===== config.mk =====
export PLATFORM = sky130hd
export DESIGN_NAME = iack_unit
export DESIGN_NICKNAME = d
export VERILOG_FILES = /design/src/rtl/iack_pkg.sv /design/src/rtl/iack_gate.sv /design/src/rtl/iack_sel.sv /design/src/rtl/iack_word.sv /design/src/rtl/iack_out.sv /design/src/rtl/iack_unit.sv
export SDC_FILE = /design/constraint.sdc
export NUM_CORES = 1
export LEC_CHECK = 0
export ABC_AREA = 1
export BUFFER_PORTS_ARGS = -buffer_cell sky130_fd_sc_hd__buf_2
export CORE_MARGIN = 3
export CORE_UTILIZATION = 45
export CTS_CLUSTER_DIAMETER = 40
export DETAILED_ROUTE_END_ITERATION = 12
export PLACE_DENSITY = 0.78
export SLEW_MARGIN = 30
export SYNTH_ARGS = -nofsm -noshare
export SYNTH_HDL_FRONTEND = slang
export SYNTH_SLANG_ARGS = --single-unit

===== constraint.sdc =====
create_clock -name clk -period 1.7 [get_ports clk]
set_clock_uncertainty 0.05 [all_clocks]
set_input_delay 0.17 -clock clk [delete_from_list [all_inputs] [get_ports clk]]
set_output_delay 0.17 -clock clk [all_outputs]
set_load 0.005 [all_outputs]

===== src/rtl/iack_pkg.sv =====
package iack_pkg;
   typedef enum logic [2:0] {
      UPD_HOLD    = 3'd0,
      UPD_RESTORE = 3'd1,
      UPD_TAKE    = 3'd2,
      UPD_BREAK   = 3'd3,
      UPD_WRITE   = 3'd4,
      UPD_ENABLE  = 3'd5
   } upd_e;
endpackage


===== src/rtl/iack_gate.sv =====
module iack_gate #(
   parameter int LVL_W = 2
) (
   input  logic             ien,
   input  logic [LVL_W-1:0] isp,
   input  logic             req_vld,
   input  logic [LVL_W-1:0] req_lvl,
   input  logic             brk_req,
   input  logic             rest_en,
   output logic             take_irq,
   output logic             take_brk
);
   localparam int NLVL = 1 << LVL_W;

   logic [NLVL-1:0] admit;

   generate
      for (genvar k = 0; k < NLVL; k++) begin : g_admit
         assign admit[k] = (LVL_W'(k) <= isp);
      end
   endgenerate

   assign take_brk = brk_req & ~rest_en;
   assign take_irq = req_vld & ien & admit[req_lvl] & ~rest_en & ~brk_req;
endmodule


===== src/rtl/iack_sel.sv =====
module iack_sel
   import iack_pkg::*;
(
   input  logic rest_en,
   input  logic take_brk,
   input  logic take_irq,
   input  logic wr_en,
   input  logic ien_set,
   input  logic ien_clr,
   output upd_e upd
);
   always_comb begin
      if (rest_en)                upd = UPD_RESTORE;
      else if (take_brk)          upd = UPD_BREAK;
      else if (take_irq)          upd = UPD_TAKE;
      else if (wr_en)             upd = UPD_WRITE;
      else if (ien_set | ien_clr) upd = UPD_ENABLE;
      else                        upd = UPD_HOLD;
   end
endmodule


===== src/rtl/iack_word.sv =====
module iack_word
   import iack_pkg::*;
#(
   parameter int          W       = 8,
   parameter int          IEN_POS = 7,
   parameter int          ISP_LO  = 1,
   parameter int          LVL_W   = 2,
   parameter logic [W-1:0] RST_VAL = 8'h06
) (
   input  logic             clk,
   input  logic             rst_n,
   input  upd_e             upd,
   input  logic [LVL_W-1:0] req_lvl,
   input  logic             ien_clr,
   input  logic [W-1:0]     wr_data,
   input  logic [W-1:0]     rest_data,
   output logic [W-1:0]     stat
);
   logic [W-1:0] nxt;

   always_comb begin
      nxt = stat;
      unique case (upd)
         UPD_RESTORE: nxt = rest_data;
         UPD_BREAK:   nxt[IEN_POS] = 1'b0;
         UPD_TAKE: begin
            nxt[IEN_POS] = 1'b0;
            if (req_lvl != '0) nxt[ISP_LO +: LVL_W] = req_lvl - 1'b1;
         end
         UPD_WRITE:   nxt = wr_data;
         UPD_ENABLE:  nxt[IEN_POS] = ~ien_clr;
         default:     nxt = stat;
      endcase
   end

   always_ff @(posedge clk) begin
      if (!rst_n) stat <= RST_VAL;
      else        stat <= nxt;
   end
endmodule


===== src/rtl/iack_out.sv =====
module iack_out #(
   parameter int W = 8
) (
   input  logic         clk,
   input  logic         rst_n,
   input  logic         taken,
   input  logic [W-1:0] stat,
   output logic         ack,
   output logic [W-1:0] save
);
   always_ff @(posedge clk) begin
      if (!rst_n) begin
         ack  <= 1'b0;
         save <= '0;
      end else begin
         ack <= taken;
         if (taken) save <= stat;
      end
   end
endmodule


===== src/rtl/iack_unit.sv =====
module iack_unit
   import iack_pkg::*;
#(
   parameter int          W       = 8,
   parameter int          IEN_POS = 7,
   parameter int          ISP_LO  = 1,
   parameter int          LVL_W   = 2,
   parameter logic [W-1:0] RST_VAL = 8'h06
) (
   input  logic             clk,
   input  logic             rst_n,
   input  logic             req_vld,
   input  logic [LVL_W-1:0] req_lvl,
   input  logic             brk_req,
   input  logic             ien_set,
   input  logic             ien_clr,
   input  logic             wr_en,
   input  logic [W-1:0]     wr_data,
   input  logic             rest_en,
   input  logic [W-1:0]     rest_data,
   output logic             ack_o,
   output logic [W-1:0]     save_o,
   output logic [W-1:0]     stat_o
);
   localparam int ISP_HI = ISP_LO + LVL_W - 1;

   generate
      if (IEN_POS >= W || ISP_HI >= W) begin : g_bad_pos
         $error("iack_unit: field position beyond word width");
      end
      if (IEN_POS >= ISP_LO && IEN_POS <= ISP_HI) begin : g_overlap
         $error("iack_unit: enable bit overlaps level field");
      end
      if (LVL_W < 1 || LVL_W > 4) begin : g_bad_lvl
         $error("iack_unit: level width out of range");
      end
   endgenerate

   logic take_irq, take_brk;
   upd_e upd;

   iack_gate #(.LVL_W(LVL_W)) u_gate (
      .ien      (stat_o[IEN_POS]),
      .isp      (stat_o[ISP_LO +: LVL_W]),
      .req_vld  (req_vld),
      .req_lvl  (req_lvl),
      .brk_req  (brk_req),
      .rest_en  (rest_en),
      .take_irq (take_irq),
      .take_brk (take_brk)
   );

   iack_sel u_sel (
      .rest_en  (rest_en),
      .take_brk (take_brk),
      .take_irq (take_irq),
      .wr_en    (wr_en),
      .ien_set  (ien_set),
      .ien_clr  (ien_clr),
      .upd      (upd)
   );

   iack_word #(
      .W(W), .IEN_POS(IEN_POS), .ISP_LO(ISP_LO), .LVL_W(LVL_W), .RST_VAL(RST_VAL)
   ) u_word (
      .clk       (clk),
      .rst_n     (rst_n),
      .upd       (upd),
      .req_lvl   (req_lvl),
      .ien_clr   (ien_clr),
      .wr_data   (wr_data),
      .rest_data (rest_data),
      .stat      (stat_o)
   );

   iack_out #(.W(W)) u_out (
      .clk   (clk),
      .rst_n (rst_n),
      .taken (take_irq | take_brk),
      .stat  (stat_o),
      .ack   (ack_o),
      .save  (save_o)
   );
endmodule


==> flow_summary.toml <==
[run_status]
outcome = "finished clean"

[yosys]
ys_ff_latch = 17
synth_top_area_share_pct = 37.5
yosys.area.top_type = "dfxtp_1"
synth_top_family_by_area = "simple AND/OR/NAND/NOR gates"
synthXorXnorAreaFrac_pct = 0
synth_nets = 159
yosys_warnings = 0
synthSimpleGateAreaFrac_pct = 42.6
yosys.cell_types.count = 25
syn_area_um2 = 908
synthMuxAreaShare_pct = 0
synth_fa_ha_area_share_pct = 1.38
seq_area_frac_synth_pct = 37.5
synth_compound_area_share_pct = 10.6
avgSynthCellArea_um2 = 6.88
synthCells = 132
yosys-top-cells-area = "dfxtp_1 37%, nand2_1 13%, nor2_1 12%"

[critical_path]
crit_arrival_ns = 1.64
critPathMaxStageDelay_ns = 0.36
cp_top_family = "simple AND/OR/NAND/NOR gates"
worstReg2RegEnd = "u_word.stat[0]$_SDFFE_PN0P_"
cp_num_buf_inv = 1
worst_path_max_delay_cell = "dfxtp_1"
critical_path.startpoint_type = "flop"
crit_required_ns = 1.83
r2r-start = "u_word.stat[2]$_SDFFE_PN1P_"
path_max_fanout = 12
r2r_slack_ns = 0.19
end_kind = "flop"
path_cells = "or2_4 -> nand3_4 -> nand3_4 -> nand2_2 -> inv_2 -> nor2_1 -> nor2_1"
path_class = "flop to flop"
reg2regPathDepth = 7

[sta]
rsz0062_at_grt = "no"
worstMarginPinSlew_ns = 0.221
max_slew_margin_pct = 85.3
post-route-min-period_ns = 1.51
final_hold_viol_count = 0
fmax_mhz = 664
worst_slack_ns = 0.193
finalHoldWorstSlack_ns = 0.123
min_period_over_period_pct = 88.6
drv_slew = 0
setup_viol = 0
fin_setup_tns_ns = 0

[routing]
first_pass_iters = 4
wl_um = 2170
avgViaCountPerCell = 4.92
wl_per_cell_um = 10.9
drc = 0
initialDrtViolationCount = 15
vias = 983
ant_nets = 0

[flow_run]
cap_violations = 0

[clock_network]
htree_num_levels = 1
numCtsBuffers = 3
cts_resized = 0
cts.path.max_buffers = 2
cts_tree = "done"
cts.clk_slew.worst_paths_ns = 0.10
ctsHoldBuffers = 0
clock_latency_ns = 0.29
cts_root_buf = "clkbuf_4"
cts_setup_buffers = 0
cts_sinks = 17

[min_path]
min_to = "u_word.stat[6]$_SDFFE_PN0P_"
worst_hold_path_type = "input port to flop"
min_path_cells = 5
hold_start = "wr_data[6]"

[placement]
dp_slack_ns = 0.159
dp_hpwl_um = 1770
place.gp.congestion = 0.808
port_buffers = 42
placedCellCount = 196

[global_routing]
grt_pass1_wl_um = 3680
grt_pass1_vias = 913
grt_max_degree = 16
grt_usage_pct = 17.8
overflow = 0
antenna_found_initial = 0

[pwr]
p_per_area_nw_per_um2 = 729
comb_power_share_pct = 21.5
swShare_pct = 29.0
peakVddDrop_mv = 0.577
switchingPower_uw = 245
leakage_nw = 0.639
sequentialPowerShare_pct = 53.3
p_int_uw = 598
p_clk_share_pct = 25.1

[die]
core-area_um2 = 1820
dieArea_um2 = 2590
num_rows = 15
start_util_pct = 49.9
die_h_um = 50.9
ioPinCount = 43
die_w_um = 50.9

[final_layout]
area_growth_pct = 27.4
fin_util_pct = 63.6
layout.nets = 203
mostFrequentLayoutCells = "42 x buf_2, 31 x nand2_1, 28 x nor2_1"
layout-drive-gt1-share_pct = 33.7
fin_cells = 200
multiInputGateArea_um2 = 498
diodes = 0
layout_commonest_cell = "buf_2"
nFillCells = 189
seqCellArea_um2 = 340
==> state kept, by name, indices dropped and copies added (netlist names) <==
name and count:
u_out.save 8, u_word.stat 8, u_out.ack 1
==> worst min-delay path, cell delays in order <==
cell	delay (ns)
buf_2	0.07
nand2_1	0.04
nand2_1	0.05
nor2_1	0.04
nor2_1	0.07
==> worst max-delay path by stage <==
stage                                start                          end  slack (ns)  cells past startpoint
6_report       u_word.stat[2]$_SDFFE_PN1P_  u_word.stat[0]$_SDFFE_PN0P_        0.19                      7
5_1_grt        u_word.stat[2]$_SDFFE_PN1P_  u_word.stat[0]$_SDFFE_PN0P_        0.06                      7
3_3_place_gp   u_word.stat[2]$_SDFFE_PN1P_  u_word.stat[5]$_SDFFE_PN0P_        0.25                      7
2_1_floorplan  u_word.stat[7]$_SDFFE_PN0P_  u_word.stat[2]$_SDFFE_PN1P_        0.35                      7
4_1_cts        u_word.stat[2]$_SDFFE_PN1P_  u_word.stat[0]$_SDFFE_PN0P_        0.13                      7
3_5_place_dp   u_word.stat[2]$_SDFFE_PN1P_  u_word.stat[0]$_SDFFE_PN0P_        0.16                      7
==> through the flow <==
stage               cell area (µm²)  power (mW)
floorplan                       908       0.561
global placement               1130       0.636
detailed placement             1130       0.641
CTS                            1150       0.850
global route                   1160       0.896
finish                         1160       0.843
==> cell usage after synthesis (all sizes together) <==
cell      n
dfxtp    17
nand4     3
a21oi     1
nor2     29
nand2    34
nor3      1
or2       3
buf       2
inv      12
o21ai    12
clkinv    1
o2111ai   1
nand3    11
o211ai    2
ha        1
o21bai    1
clkbuf    1
==> power groups by stage <==
| stage | Clock [mW] | Sequential, mW | Combinational (mW) |
|---|---|---|---|
| 6_report | 0.212 | 0.450 | 0.182 |
| 5_1_grt | 0.234 | 0.454 | 0.207 |
| 4_1_cts | 0.217 | 0.450 | 0.183 |
| 3_5_place_dp | 0 | 0.459 | 0.182 |
| 3_3_place_gp | 0 | 0.457 | 0.179 |
| 2_1_floorplan | 0 | 0.459 | 0.102 |
==> kinds of logic after synthesis <==
group                      after synthesis
adders and majority gates                1
AOI/OAI and AO/OA                       17
DFF                                     17
buffers and inverters                   16
and+or+nand+nor                         81
==> per-layer routing <==
metal	global-route usage, %	vias to the layer above	routed length [µm]
li1	-	510	-
met1	21.6	443	967
met2	33.3	30	1060
met3	4.66	0	147
met4	0	0	0
met5	0	-	0
==> area by class of cell <==
cell class | count | share of cell area, %
multi-input combinational | 99 | 43.0
clock buffer | 3 | 1.95
timing repair buffer | 42 | 18.2
sequential | 17 | 29.4
tap | 25 | 2.70
clock inverter | 1 | 0.432
inverter | 13 | 4.32
(Power assumes the default switching activity.)
